<file path="src/rtl/vidreg_pkg.sv">
package vidreg_pkg;
   localparam int REG_AW   = 6;
   localparam int DATA_W   = 8;
   localparam int NSRC     = 4;
   localparam logic [REG_AW-1:0] A_CTRL1  = 6'h11;
   localparam logic [REG_AW-1:0] A_RASTER = 6'h12;
   localparam logic [REG_AW-1:0] A_PENX   = 6'h13;
   localparam logic [REG_AW-1:0] A_PENY   = 6'h14;
   localparam logic [REG_AW-1:0] A_PEND   = 6'h19;
   localparam logic [REG_AW-1:0] A_MASK   = 6'h1A;
   localparam logic [REG_AW-1:0] A_NIBHI  = 6'h20;
   localparam logic [REG_AW-1:0] A_ALLONE = 6'h2F;
   localparam int STORE_DEPTH = 47;
   localparam int SRC_RASTER = 0;
   localparam int SRC_SPRBG  = 1;
   localparam int SRC_SPRSPR = 2;
   localparam int SRC_PEN    = 3;
endpackage

</file>
<file path="src/rtl/vidreg_store.sv">
module vidreg_store
   import vidreg_pkg::*;
#(
   parameter int DEPTH = STORE_DEPTH
) (
   input  logic              clk,
   input  logic              rst_n,
   input  logic              we,
   input  logic [REG_AW-1:0] wr_idx,
   input  logic [DATA_W-1:0] wdata,
   input  logic [REG_AW-1:0] rd_idx,
   output logic [DATA_W-1:0] rd_byte
);
   localparam int IDX_LIM = 1 << REG_AW;

   if (DEPTH < 1 || DEPTH > IDX_LIM) begin : g_bad_depth
      $error("vidreg_store: DEPTH out of range");
   end

   logic [DATA_W-1:0] mem_q [DEPTH];

   for (genvar gi = 0; gi < DEPTH; gi++) begin : g_byte
      always_ff @(posedge clk or negedge rst_n) begin
         if (!rst_n) begin
            mem_q[gi] <= '0;
         end else if (we && (int'(wr_idx) == gi)) begin
            mem_q[gi] <= wdata;
         end
      end
   end

   always_comb begin
      rd_byte = '0;
      for (int k = 0; k < DEPTH; k++) begin
         if (int'(rd_idx) == k) rd_byte = mem_q[k];
      end
   end

   // storage is zero right after reset is released
   p_store_reset_r10: assert property (@(posedge clk)
      $rose(rst_n) |-> (mem_q[0] == '0));
endmodule

</file>
<file path="src/rtl/vidreg_irq.sv">
module vidreg_irq
   import vidreg_pkg::*;
(
   input  logic            clk,
   input  logic            rst_n,
   input  logic [NSRC-1:0] src_pulse,
   input  logic            clr_we,
   input  logic [NSRC-1:0] clr_bits,
   input  logic            mask_we,
   input  logic [NSRC-1:0] mask_in,
   output logic [NSRC-1:0] flags_q,
   output logic [NSRC-1:0] mask_q,
   output logic            summary_q
);
   logic [NSRC-1:0] flags_d, mask_d, clr_eff;
   logic            summary_d, upd;

   always_comb begin
      clr_eff   = clr_we ? clr_bits : '0;
      flags_d   = (flags_q & ~clr_eff) | src_pulse;
      mask_d    = mask_we ? mask_in : mask_q;
      upd       = clr_we | mask_we | (|src_pulse);
      summary_d = upd ? (|(flags_d & mask_d)) : summary_q;
   end

   always_ff @(posedge clk or negedge rst_n) begin
      if (!rst_n) begin
         flags_q   <= '0;
         mask_q    <= '0;
         summary_q <= 1'b0;
      end else begin
         flags_q   <= flags_d;
         mask_q    <= mask_d;
         summary_q <= summary_d;
      end
   end

   // summary agrees with the masked flags after every update
   p_summary_match_r9: assert property (@(posedge clk) disable iff (!rst_n)
      summary_q == (|(flags_q & mask_q)));
   // a source pulse leaves its flag set
   p_event_sets_r8: assert property (@(posedge clk) disable iff (!rst_n)
      src_pulse[SRC_PEN] |=> flags_q[SRC_PEN]);
   // a clear write without a competing pulse clears bit 0
   p_w1c_r6: assert property (@(posedge clk) disable iff (!rst_n)
      (clr_we && clr_bits[SRC_RASTER] && !src_pulse[SRC_RASTER]) |=> !flags_q[SRC_RASTER]);
   // flags hold without pulses or clear writes
   p_flags_hold_r6: assert property (@(posedge clk) disable iff (!rst_n)
      (!clr_we && (src_pulse == '0)) |=> $stable(flags_q));
   // mask changes only on a mask write
   p_mask_hold_r7: assert property (@(posedge clk) disable iff (!rst_n)
      !mask_we |=> $stable(mask_q));
endmodule

</file>
<file path="src/rtl/vidreg_rdmux.sv">
module vidreg_rdmux
   import vidreg_pkg::*;
#(
   parameter int RASTER_W = 9
) (
   input  logic [REG_AW-1:0]   idx,
   input  logic [DATA_W-1:0]   stored,
   input  logic [RASTER_W-1:0] raster_line,
   input  logic [DATA_W-1:0]   pen_x,
   input  logic [DATA_W-1:0]   pen_y,
   input  logic [NSRC-1:0]     flags,
   input  logic [NSRC-1:0]     mask,
   input  logic                summary,
   output logic [DATA_W-1:0]   rdata
);
   if (RASTER_W < 9) begin : g_bad_raster
      $error("vidreg_rdmux: RASTER_W must be at least 9");
   end

   always_comb begin
      unique case (idx)
         A_CTRL1:  rdata = {raster_line[8], stored[6:0]};
         A_RASTER: rdata = raster_line[7:0];
         A_PENX:   rdata = pen_x;
         A_PENY:   rdata = pen_y;
         A_PEND:   rdata = {summary, 3'b111, flags};
         A_MASK:   rdata = {4'hF, mask};
         default: begin
            if (idx < A_NIBHI)        rdata = stored;
            else if (idx < A_ALLONE)  rdata = {4'hF, stored[3:0]};
            else                      rdata = 8'hFF;
         end
      endcase
   end
endmodule

</file>
<file path="src/rtl/vidreg_irq_unit.sv">
module vidreg_irq_unit
   import vidreg_pkg::*;
#(
   parameter int ADDR_W   = 8,
   parameter int RASTER_W = 9
) (
   input  logic                clk,
   input  logic                rst_n,
   input  logic [ADDR_W-1:0]   cpu_addr,
   input  logic                cpu_we,
   input  logic [7:0]          cpu_wdata,
   output logic [7:0]          cpu_rdata,
   input  logic [RASTER_W-1:0] raster_line,
   input  logic [7:0]          pen_x,
   input  logic [7:0]          pen_y,
   input  logic [3:0]          src_pulse,
   output logic                irq
);
   if (ADDR_W < REG_AW) begin : g_bad_addr
      $error("vidreg_irq_unit: ADDR_W must be at least 6");
   end

   logic [REG_AW-1:0] idx;
   logic [DATA_W-1:0] stored;
   logic [NSRC-1:0]   flags, mask;
   logic              summary, st_we, clr_we, mask_we;

   assign idx     = cpu_addr[REG_AW-1:0];
   assign st_we   = cpu_we && (idx < A_ALLONE);
   assign clr_we  = cpu_we && (idx == A_PEND);
   assign mask_we = cpu_we && (idx == A_MASK);

   vidreg_store #(.DEPTH(STORE_DEPTH)) u_store (
      .clk(clk), .rst_n(rst_n), .we(st_we), .wr_idx(idx), .wdata(cpu_wdata),
      .rd_idx(idx), .rd_byte(stored)
   );

   vidreg_irq u_irq (
      .clk(clk), .rst_n(rst_n), .src_pulse(src_pulse),
      .clr_we(clr_we), .clr_bits(cpu_wdata[NSRC-1:0]),
      .mask_we(mask_we), .mask_in(cpu_wdata[NSRC-1:0]),
      .flags_q(flags), .mask_q(mask), .summary_q(summary)
   );

   vidreg_rdmux #(.RASTER_W(RASTER_W)) u_rdmux (
      .idx(idx), .stored(stored), .raster_line(raster_line),
      .pen_x(pen_x), .pen_y(pen_y), .flags(flags), .mask(mask),
      .summary(summary), .rdata(cpu_rdata)
   );

   assign irq = summary;

   // top locations read all ones
   p_top_ones_r5: assert property (@(posedge clk) disable iff (!rst_n)
      (idx >= A_ALLONE) |-> (cpu_rdata == 8'hFF));
   // pending read shows ones in bits 6:4 and irq in bit 7
   p_pend_read_r4: assert property (@(posedge clk) disable iff (!rst_n)
      (idx == A_PEND) |-> (cpu_rdata[6:4] == 3'b111 && cpu_rdata[7] == irq));
   // raster read tracks the input
   p_raster_read_r3: assert property (@(posedge clk) disable iff (!rst_n)
      (idx == A_RASTER) |-> (cpu_rdata == raster_line[7:0]));
endmodule

</file>
<file path="config.mk">
export PLATFORM = sky130hd
export DESIGN_NAME = vidreg_irq_unit
export DESIGN_NICKNAME = d
export VERILOG_FILES = /design/src/rtl/vidreg_pkg.sv /design/src/rtl/vidreg_store.sv /design/src/rtl/vidreg_irq.sv /design/src/rtl/vidreg_rdmux.sv /design/src/rtl/vidreg_irq_unit.sv
export SDC_FILE = /design/constraint.sdc
export NUM_CORES = 1
export LEC_CHECK = 0
export ABC_AREA = 0
export BUFFER_PORTS_ARGS = -buffer_cell sky130_fd_sc_hd__buf_2
export CORE_UTILIZATION = 67
export CTS_CLUSTER_DIAMETER = 50
export CTS_CLUSTER_SIZE = 40
export DETAILED_ROUTE_END_ITERATION = 8
export HOLD_SLACK_MARGIN = 0.1
export PLACE_DENSITY = 0.85
export SKIP_LAST_GASP = 1
export SLEW_MARGIN = 20
export SYNTH_ARGS = -nofsm -noshare
export SYNTH_HDL_FRONTEND = slang
export SYNTH_SLANG_ARGS = --single-unit
</file>
<file path="constraint.sdc">
create_clock -name clk -period 4.5 [get_ports clk]
set_input_delay 0.9 -clock clk [delete_from_list [all_inputs] [get_ports clk]]
set_output_delay 0.9 -clock clk [all_outputs]
set_load 0.05 [all_outputs]
</file>
# ---- Word-level counts from Yosys, hierarchy flattened
# Cells that the tools add are included.
dict set report word_totals {
  reg_bits 385
  output_inout_bits 9
  wordCells 215
}
dict set report op_classes {
  n_lt_le_gt_ge 2
  eq_ne 52
  mux 52
  bitwise_logic 6
  reduce_logical 53
}
# cell count
set op_table {}
lappend op_table {{two-way mux 8 bit} 48}
lappend op_table {{equality test 6 bit, second input constant} 31}
lappend op_table {{equality test 6 x 5 -> 1 bit, second input constant} 14}
lappend op_table {{logical AND 1 bit} 50}
lappend op_table {{one-hot mux 8 bit (6 select lines)} 1}
lappend op_table {{equality test 6 x 4 -> 1 bit, second input constant} 4}
lappend op_table {{equality test 6 x 3 -> 1 bit, second input constant} 2}
lappend op_table {{less-than comparator 6 bit, second input constant} 2}
lappend op_table {{two-way mux 4 bit} 3}
lappend op_table {{bitwise AND 4 bit} 2}
lappend op_table {{OR reduction 4 bit} 2}
lappend op_table {{equality test 6 x 2 -> 1 bit, second input constant} 1}
lappend op_table {{zero test 6 bit} 1}
lappend op_table {{inverter 4 bit} 1}
lappend op_table {{bitwise OR 4 bit} 1}
lappend op_table {{bitwise OR 1 bit} 2}

# ---- Depth between registers and ports, before layout
# Gate-level depths: netlist of the first run.
dict set report logic_depth {
  word_depth 51
  depth_mapped 11
  mapped_depth_nobuf 7
}

# ---- By module
# A second synthesis of the first run with hierarchy kept.
dict set report unflattened {
  hier_cells 1766
  hier_area_um2 20161.8
}
# mod n_inst cells_per_inst area_per_inst_um2
set by_module_without_submodules {}
lappend by_module_without_submodules {vidreg_store 1 1641 19127.1}
lappend by_module_without_submodules {vidreg_rdmux 1 91 615.6}
lappend by_module_without_submodules {vidreg_irq 1 28 364.1}
lappend by_module_without_submodules {vidreg_irq_unit 1 6 55.1}

# ---- Worst setup path before layout of the first run
# OpenSTA, ideal clock, no wires.
dict set report synth_path {
  path_type {input to output}
  start {input port cpu_addr[0]}
  end {output port cpu_rdata[3]}
  t_arrival_ns 3.560
  setup_slack_ns 0.040
  path_stages 10
  n_path_buf 3
  path_cell_list {buf_6 > or4b_1 > buf_2 > nor2_1 > buf_2 > a22oi_1 > nand4b_1 > a211o_1 > o22ai_1 > a211oi_1}
}
dict set report synth_between {
  elab_chain_cells 51
  word_cells_on_any_way 105
  cone_classes {2 x order compare; 52 x eq/ne; 50 x mux; 1 x reduce/logical}
}
# item line
set synth_lines {}
lappend synth_lines {{start, declared} vidreg_irq_unit.sv:9} ;# input logic [ADDR_W-1:0] cpu_addr,
lappend synth_lines {{zero test 6 bit} vidreg_store.sv:35} ;# if (int'(rd_idx) == k) rd_byte = mem_q[k];
lappend synth_lines {{two-way mux 8 bit (47 in a row)} vidreg_store.sv:35}
lappend synth_lines {{two-way mux 4 bit} vidreg_rdmux.sv:30} ;# else if (idx < A_ALLONE) rdata = {4'hF, stored[3:0]};
lappend synth_lines {{two-way mux 8 bit} vidreg_rdmux.sv:29} ;# if (idx < A_NIBHI) rdata = stored;
lappend synth_lines {{one-hot mux 8 bit (6 select lines) (*)} vidreg_rdmux.sv:21} ;# unique case (idx)
lappend synth_lines {{end, declared} vidreg_irq_unit.sv:12} ;# output logic [7:0] cpu_rdata,
# Mark *: on every way between the ends. The rest lies on a longest branch, timed or not.

# ---- Final worst setup path of the first run
dict set report layout_path {
  start {input port cpu_addr[1]}
  end {output port cpu_rdata[0]}
}
# Same word-level chain as after synthesis.

==> impl_metrics.py, run 1 <==
metrics = {
    "status": {
        "status": "finished with violations",
        "violations": "negative setup slack",
    },
    "power": {
        "pwr-share-comb_pct": 13.0,
        "ir_drop_mv": 0.375,
        "intPower_mw": 5.48,
        "p_leak_nw": 9.59,
        "p_seq_share_pct": 49.6,
        "powerDensity_nw_per_um2": 374,
        "total_power_mw": 7.57,
        "swShare_pct": 27.5,
        "power.switching_mw": 2.08,
        "clockPowerShare_pct": 37.4,
    },
    "run": {
        "max-cap-violations": 0,
    },
    "critical_path": {
        "cp_common_cell": "buf_4",
        "crit_buf_inv": 5,
        "critPathTopFamily": "buffers and inverters",
        "slowest_delay_ps": 380,
        "worstPathRequired_ps": 3600,
        "path_class": "input pin to primary output",
        "start_kind": "input pin",
        "worstPathMaxFanout": 12,
        "crit_slowest_cell": "a222oi_1",
        "crit_chain": "clkbuf_4 -> buf_4 -> nand2b_2 -> buf_4 -> nor2_1 -> buf_4 -> a222oi_1 -> nand3b_1 -> a21o_1 -> o22ai_1 -> a21oi_1 -> clkbuf_4",
        "worstPathArrival_ps": 3660,
        "end_kind": "primary output",
    },
    "grt": {
        "grt_max_degree": 101,
        "grt_pass1_wl_mm": 86.0,
        "overflow": 0,
        "antenna_found_initial": 1,
        "grt_usage_pct": 43.1,
        "grt_pass1_vias": 14361,
    },
    "timing": {
        "fin_skew_ps": 2.91,
        "hold_viol_final": 0,
        "final_max_slew_viol_count": 0,
        "max_freq_mhz": 219,
        "layout_setup_ws_ps": -56.1,
        "period_needed_ps": 4560,
        "min_period_over_period_pct": 101,
        "setup_tns_ps": -56.1,
        "slew-limit-headroom_pct": 24.9,
        "setup_violations": 1,
        "worst_slew_pin_slew_ps": 1130,
    },
    "logic_synthesis": {
        "syn_inst": 1512,
        "ys_async_sr_fraction_pct": 100,
        "synthTopCellsByArea": "dfrtp_1 (50%), mux2_2 (21%), nand2_1 (3.3%)",
        "synth_top_cell_by_area": "dfrtp_1",
        "synth_edf_count": 0,
        "synthFlopType": "dfrtp_1",
        "synth-simple-area-share_pct": 11.8,
        "ys_ff_latch": 352,
        "synth_compound_area_share_pct": 13.0,
        "synthesis.nets": 1560,
        "synth_top_family_by_area": "multiplexers",
        "ys_warn_count": 0,
        "ys_seq_area_share_pct": 50.2,
        "synth_area_um2": 17500,
        "synth_top_area_share_pct": 50.2,
        "ys_types": 83,
        "synthMuxAreaShare_pct": 22.0,
        "synthAdderAreaFrac_pct": 0,
        "synth_xor_area_share_pct": 0.0499,
        "syn_avg_cell_area_um2": 11.6,
    },
    "clock_network": {
        "numCtsBuffers": 31,
        "clock_path_buffers": 3,
        "cts_root_buffer": "clkbuf_16",
        "path_clk_slew_ps": 70,
        "cts_tree": "yes",
        "cts.hold.buffers_added": 0,
        "clk_latency_ps": 580,
        "clock-sinks": 352,
        "htree_levels": 1,
        "cts_setup_buffers": 0,
    },
    "final_layout": {
        "layout_commonest_cell": "dfrtp_1",
        "drive_above_1_share_pct": 39.1,
        "finalCoreUtilization_pct": 79.5,
        "n_fill_cell": 1531,
        "multi_input_area_um2": 8340,
        "fin_nets": 1690,
        "synthToLayoutAreaGrowth_pct": 15.2,
        "final-seq-area_um2": 8810,
        "layout_common_cells": "dfrtp_1 (352), mux2_2 (334), nand2_1 (152)",
        "stdcell_count": 1997,
    },
    "place": {
        "place_ws_ps": -118,
        "place_congestion": 1.04,
        "placed_cells": 1939,
        "dp_hpwl_mm": 38.5,
        "io_buffers": 54,
    },
    "detailed_routing": {
        "wl_per_cell_um": 28.4,
        "finalWirelength_mm": 56.6,
        "drt-initial-drc-count": 2167,
        "drcViolationCount": 0,
        "firstDrtPassIters": 8,
        "vias": 14573,
        "post_drt_via_cell_ratio": 7.30,
        "ant_nets": 0,
    },
    "die": {
        "die_w_um": 164,
        "rows": 58,
        "start_util_pct": 69.0,
        "io_pins": 57,
        "core_area_um2": 25400,
        "die_area_um2": 26800,
        "die_h_um": 164,
    },
    "hold_path": {
        "hold_path_class": "input pin to async pin",
    },
}
[path summary, 6_finish.rpt]
kind	startpoint	end	slack [ps]	depth (start not counted)
hold / removal	rst_n	u_irq.mask_q[0]	360	1
setup / recovery	cpu_addr[1]	cpu_rdata[0]	-60	12
setup reg to reg	u_irq.flags_q[0]	u_irq.summary_q	3070	4
max in group asynchronous	rst_n	u_store.mem_q[365]	3140	2
min in group clk	u_store.mem_q[165]	u_store.mem_q[165]	480	2
hold reg to reg	u_store.mem_q[165]	u_store.mem_q[165]	480	2
[metal layers]
layer	global-route usage, %	wire (um)	share of wire, %
met3	10.4	6120	11
met2	66.1	25500	45
met5	0	0	0
met1	56.7	21400	38
met4	23.7	3630	6.4
[layout make-up]
class	count	share of cell area, %
well taps	330	2.04
clock inverters	22	1.33
repair buffers	200	7.60
clock buffers	35	4.01
flip-flops and latches	352	43.6
multi-input cells	1050	41.3
inverters	7	0.130
diodes	1	0.0124
[worst register-to-register path, stage by stage, from the launching register on]
cell	delay, ps
dfrtp_1	380
a21o_1	170
a21boi_0	120
a2111o_1	380
mux2_2	260
[power by group through the flow]
stage / registers [mW] / clock network, mW / logic [mW]
6_report: 3.75 / 2.83 / 0.982
5_1_grt: 3.78 / 2.95 / 1.04
4_1_cts: 3.74 / 2.83 / 0.952
3_5_place_dp: 3.79 / 0 / 0.938
3_3_place_gp: 3.77 / 0 / 0.903
2_1_floorplan: 3.72 / 0 / 0.601
[per-stage QoR]
stage	cell area (um2)	hold WS (ps)
2_1_floorplan	17500	441
3_3_place_gp	19000	459
3_5_place_dp	19000	459
4_1_cts	20100	401
5_1_grt	20200	438
6_report	20200	361
[flip-flops by register name, indices dropped and copies added (netlist names)]
| name | count |
|---|---|
| u_irq.summary_q | 1 |
| u_irq.flags_q | 4 |
| u_store.mem_q | 343 |
| u_irq.mask_q | 4 |
[synthesized netlist by cell type, drive strengths merged, types with 4 or more instances]
| cell | instances |
|---|---|
| a22o | 6 |
| nor4b | 4 |
| a21o | 13 |
| and3 | 17 |
| nand4b | 4 |
| nor3 | 30 |
| o21ai | 42 |
| nand3 | 24 |
| o31ai | 4 |
| nand2 | 155 |
| a221o | 6 |
| a2111oi | 8 |
| o211ai | 9 |
| a21boi | 4 |
| buf | 48 |
| nor2b | 6 |
| inv | 6 |
| nand2b | 9 |
| a21oi | 38 |
| and4bb | 5 |
| o22ai | 37 |
| mux2i | 7 |
| nand4bb | 5 |
| a22oi | 39 |
| a211o | 4 |
| a2111o | 4 |
| clkbuf | 55 |
| nor4 | 12 |
| dfrtp | 352 |
| a211oi | 9 |
| nor2 | 83 |
| o2111ai | 10 |
| a32oi | 4 |
| or4 | 4 |
| or4b | 4 |
| o22a | 7 |
| o221ai | 17 |
| a221oi | 19 |
| o21a | 5 |
| a31oi | 4 |
| a222oi | 6 |
| nand4 | 9 |
| mux2 | 334 |
| or2 | 5 |
[timing repair]
action / CTS / global route
endpoints found under the setup margin: 5 / 8
resized for setup: 10 / 28
pin swaps: 1 / 4
[kinds of logic (layout without fill, tap and decap cells)]
kind of cell,after synthesis,count (layout)
and+or+nand+nor,394,394
DFF,352,352
muxes,342,342
AOI/OAI and AO/OA,313,313
buffers and inverters,110,264
xor gates and xnor gates,1,1
other,0,1
(Power assumes the default switching activity.)
==> run 2: changes to the inputs <==
--- a/config.mk
+++ b/config.mk
@@ -7,12 +7,12 @@
 export LEC_CHECK = 0
 export ABC_AREA = 0
 export BUFFER_PORTS_ARGS = -buffer_cell sky130_fd_sc_hd__buf_2
-export CORE_UTILIZATION = 67
+export CORE_UTILIZATION = 30
 export CTS_CLUSTER_DIAMETER = 50
 export CTS_CLUSTER_SIZE = 40
 export DETAILED_ROUTE_END_ITERATION = 8
 export HOLD_SLACK_MARGIN = 0.1
-export PLACE_DENSITY = 0.85
+export REMOVE_ABC_BUFFERS = 1
 export SKIP_LAST_GASP = 1
 export SLEW_MARGIN = 20
 export SYNTH_ARGS = -nofsm -noshare
==> run 2 against run 1 <==
Compared with the run above: the run now ends clean; via count fell by 2.3%; die area rose by 120%; global-route usage fell by 22 points.
==> impl_metrics.py, run 2 (synthesized netlist as in run 1, its figures left out) <==
metrics = {
    "detailed_routing": {
        "ant_nets": 0,
        "vias": 14245,
        "post_drt_via_cell_ratio": 5.70,
        "firstDrtPassIters": 8,
        "wl_per_cell_um": 25.2,
        "drcViolationCount": 0,
        "finalWirelength_mm": 63.0,
        "drt-initial-drc-count": 1396,
    },
    "final_layout": {
        "layout_commonest_cell": "dfrtp_1",
        "top_regs": "u_store.mem_q (343), u_irq.flags_q (4), u_irq.mask_q (4)",
        "fin_nets": 1748,
        "drive_above_1_share_pct": 42.2,
        "largest-register": "u_store.mem_q",
        "largest_reg_flops": 343,
        "diodes": 0,
        "synthToLayoutAreaGrowth_pct": 22.8,
        "n_fill_cell": 5593,
        "design_area_um2": 21500,
        "layout_common_cells": "dfrtp_1 (352), mux2_2 (334), buf_4 (193)",
    },
    "critical_path": {
        "worstPathRequired_ps": 3600,
        "worstPathArrival_ps": 3570,
        "end_kind": "primary output",
        "worstPathMaxFanout": 14,
        "path_class": "input pin to primary output",
        "start_kind": "input pin",
    },
    "hold_path": {
        "hold_path_class": "input pin to async pin",
    },
    "timing": {
        "slew-limit-headroom_pct": 31.8,
        "min_period_over_period_pct": 99.4,
        "worst_slew_pin_slew_ps": 1020,
        "period_needed_ps": 4470,
        "layout_setup_ws_ps": 28.0,
        "max_freq_mhz": 224,
        "setup_violations": 0,
        "fin_skew_ps": 6.61,
        "hold_viol_final": 0,
        "setup_tns_ps": 0,
        "rsz0062_at_grt": "yes",
        "final_max_slew_viol_count": 0,
    },
    "power": {
        "p_leak_nw": 10.0,
        "powerDensity_nw_per_um2": 385,
        "ir_drop_mv": 0.193,
    },
    "clock_network": {
        "htree_levels": 2,
        "cts_tree": "yes",
        "clock_path_buffers": 3,
        "cts.hold.buffers_added": 0,
        "clock-sinks": 352,
        "numCtsBuffers": 41,
        "cts_root_buffer": "clkbuf_16",
        "clk_latency_ps": 570,
        "path_clk_slew_ps": 60,
    },
    "grt": {
        "grt_max_degree": 105,
        "grt_usage_pct": 21.1,
        "overflow": 0,
        "grt_pass1_vias": 14613,
        "grt_pass1_wl_mm": 95.1,
        "antenna_found_initial": 4,
    },
    "die": {
        "core_area_um2": 57700,
        "die_w_um": 244,
        "rows": 88,
        "die_h_um": 244,
        "die_area_um2": 59400,
        "start_util_pct": 30.4,
        "io_pins": 57,
    },
    "place": {
        "place_ws_ps": -235,
        "place_area_um2": 19900,
        "place_congestion": 0.930,
        "io_buffers": 54,
        "dp_hpwl_mm": 44.5,
    },
    "run": {
        "max-cap-violations": 0,
    },
    "status": {
        "status": "finished, final reports clean",
    },
}
run 2: final timing paths:
check | cells past startpoint | slack (ps) | to | from
min reg2reg | 2 | 480 | u_store.mem_q[170] | u_store.mem_q[170]
max | 12 | 30 | cpu_rdata[3] | cpu_addr[3]
min in group clk | 2 | 480 | u_store.mem_q[170] | u_store.mem_q[170]
max reg2reg | 4 | 3040 | u_irq.summary_q | u_irq.flags_q[0]
min | 1 | 250 | u_store.mem_q[355] | rst_n
max in group asynchronous | 2 | 3220 | u_store.mem_q[262] | rst_n
run 2: area by class of cell:
class	instances	area, um2	area share (%)
inverter	7	26.3	0.122
sequential	352	8810	40.9
tap	765	957	4.44
timing repair buffer	248	1930	8.96
multi-input combinational	1050	8400	39.0
clock inverter	30	317	1.47
clock buffer	45	1100	5.12
run 2: metrics by stage:
stage          power, mW  util [%]  hold slack (ps)  cells
5_1_grt             8.58      37.3              281   2497
3_5_place_dp        4.80      34.4              460   2419
3_3_place_gp        4.76      34.4              471   2419
6_report            8.30      37.3              252   2497
2_1_floorplan       4.25         -              440   1409
4_1_cts             8.32      37.1              271   2495
run 2: report_power, final:
group | internal, mW | switching, mW | leakage [nW] | total [mW]
sequential | 3.52 | 0.222 | 4.71 | 3.75
clock | 2.00 | 1.51 | 0.687 | 3.51
combinational | 0.482 | 0.563 | 4.61 | 1.05
total | 6.01 | 2.29 | 10.0 | 8.30
run 2: worst max-delay path: stages:
cell and delay (ps):
buf_4 190, buf_12 180, or4bb_1 500, buf_4 170, nor2_1 380, a22oi_1 130
and3_1 200, o21ai_1 230, nor3_1 110, a211oi_2 240, buf_4 180, buf_12 140
run 2: routing by layer:
| layer | wire [um] | up-vias | global-route usage, % |
|---|---|---|---|
| met5 | 34 | - | 0 |
| met4 | 2400 | 6 | 7.94 |
| met3 | 4760 | 130 | 3.93 |
| met2 | 28700 | 575 | 32.9 |
| met1 | 27100 | 7439 | 28.9 |
| li1 | - | 6095 | - |
run 2: what timing repair did:
| item | 4_1_cts | 5_1_grt |
|---|---|---|
| pin swaps | 4 | 6 |
| setup buffers | 1 | 1 |
| gates cloned | 0 | 1 |
| setup endpoints to repair | 8 | 8 |
| gates resized for setup | 22 | 29 |
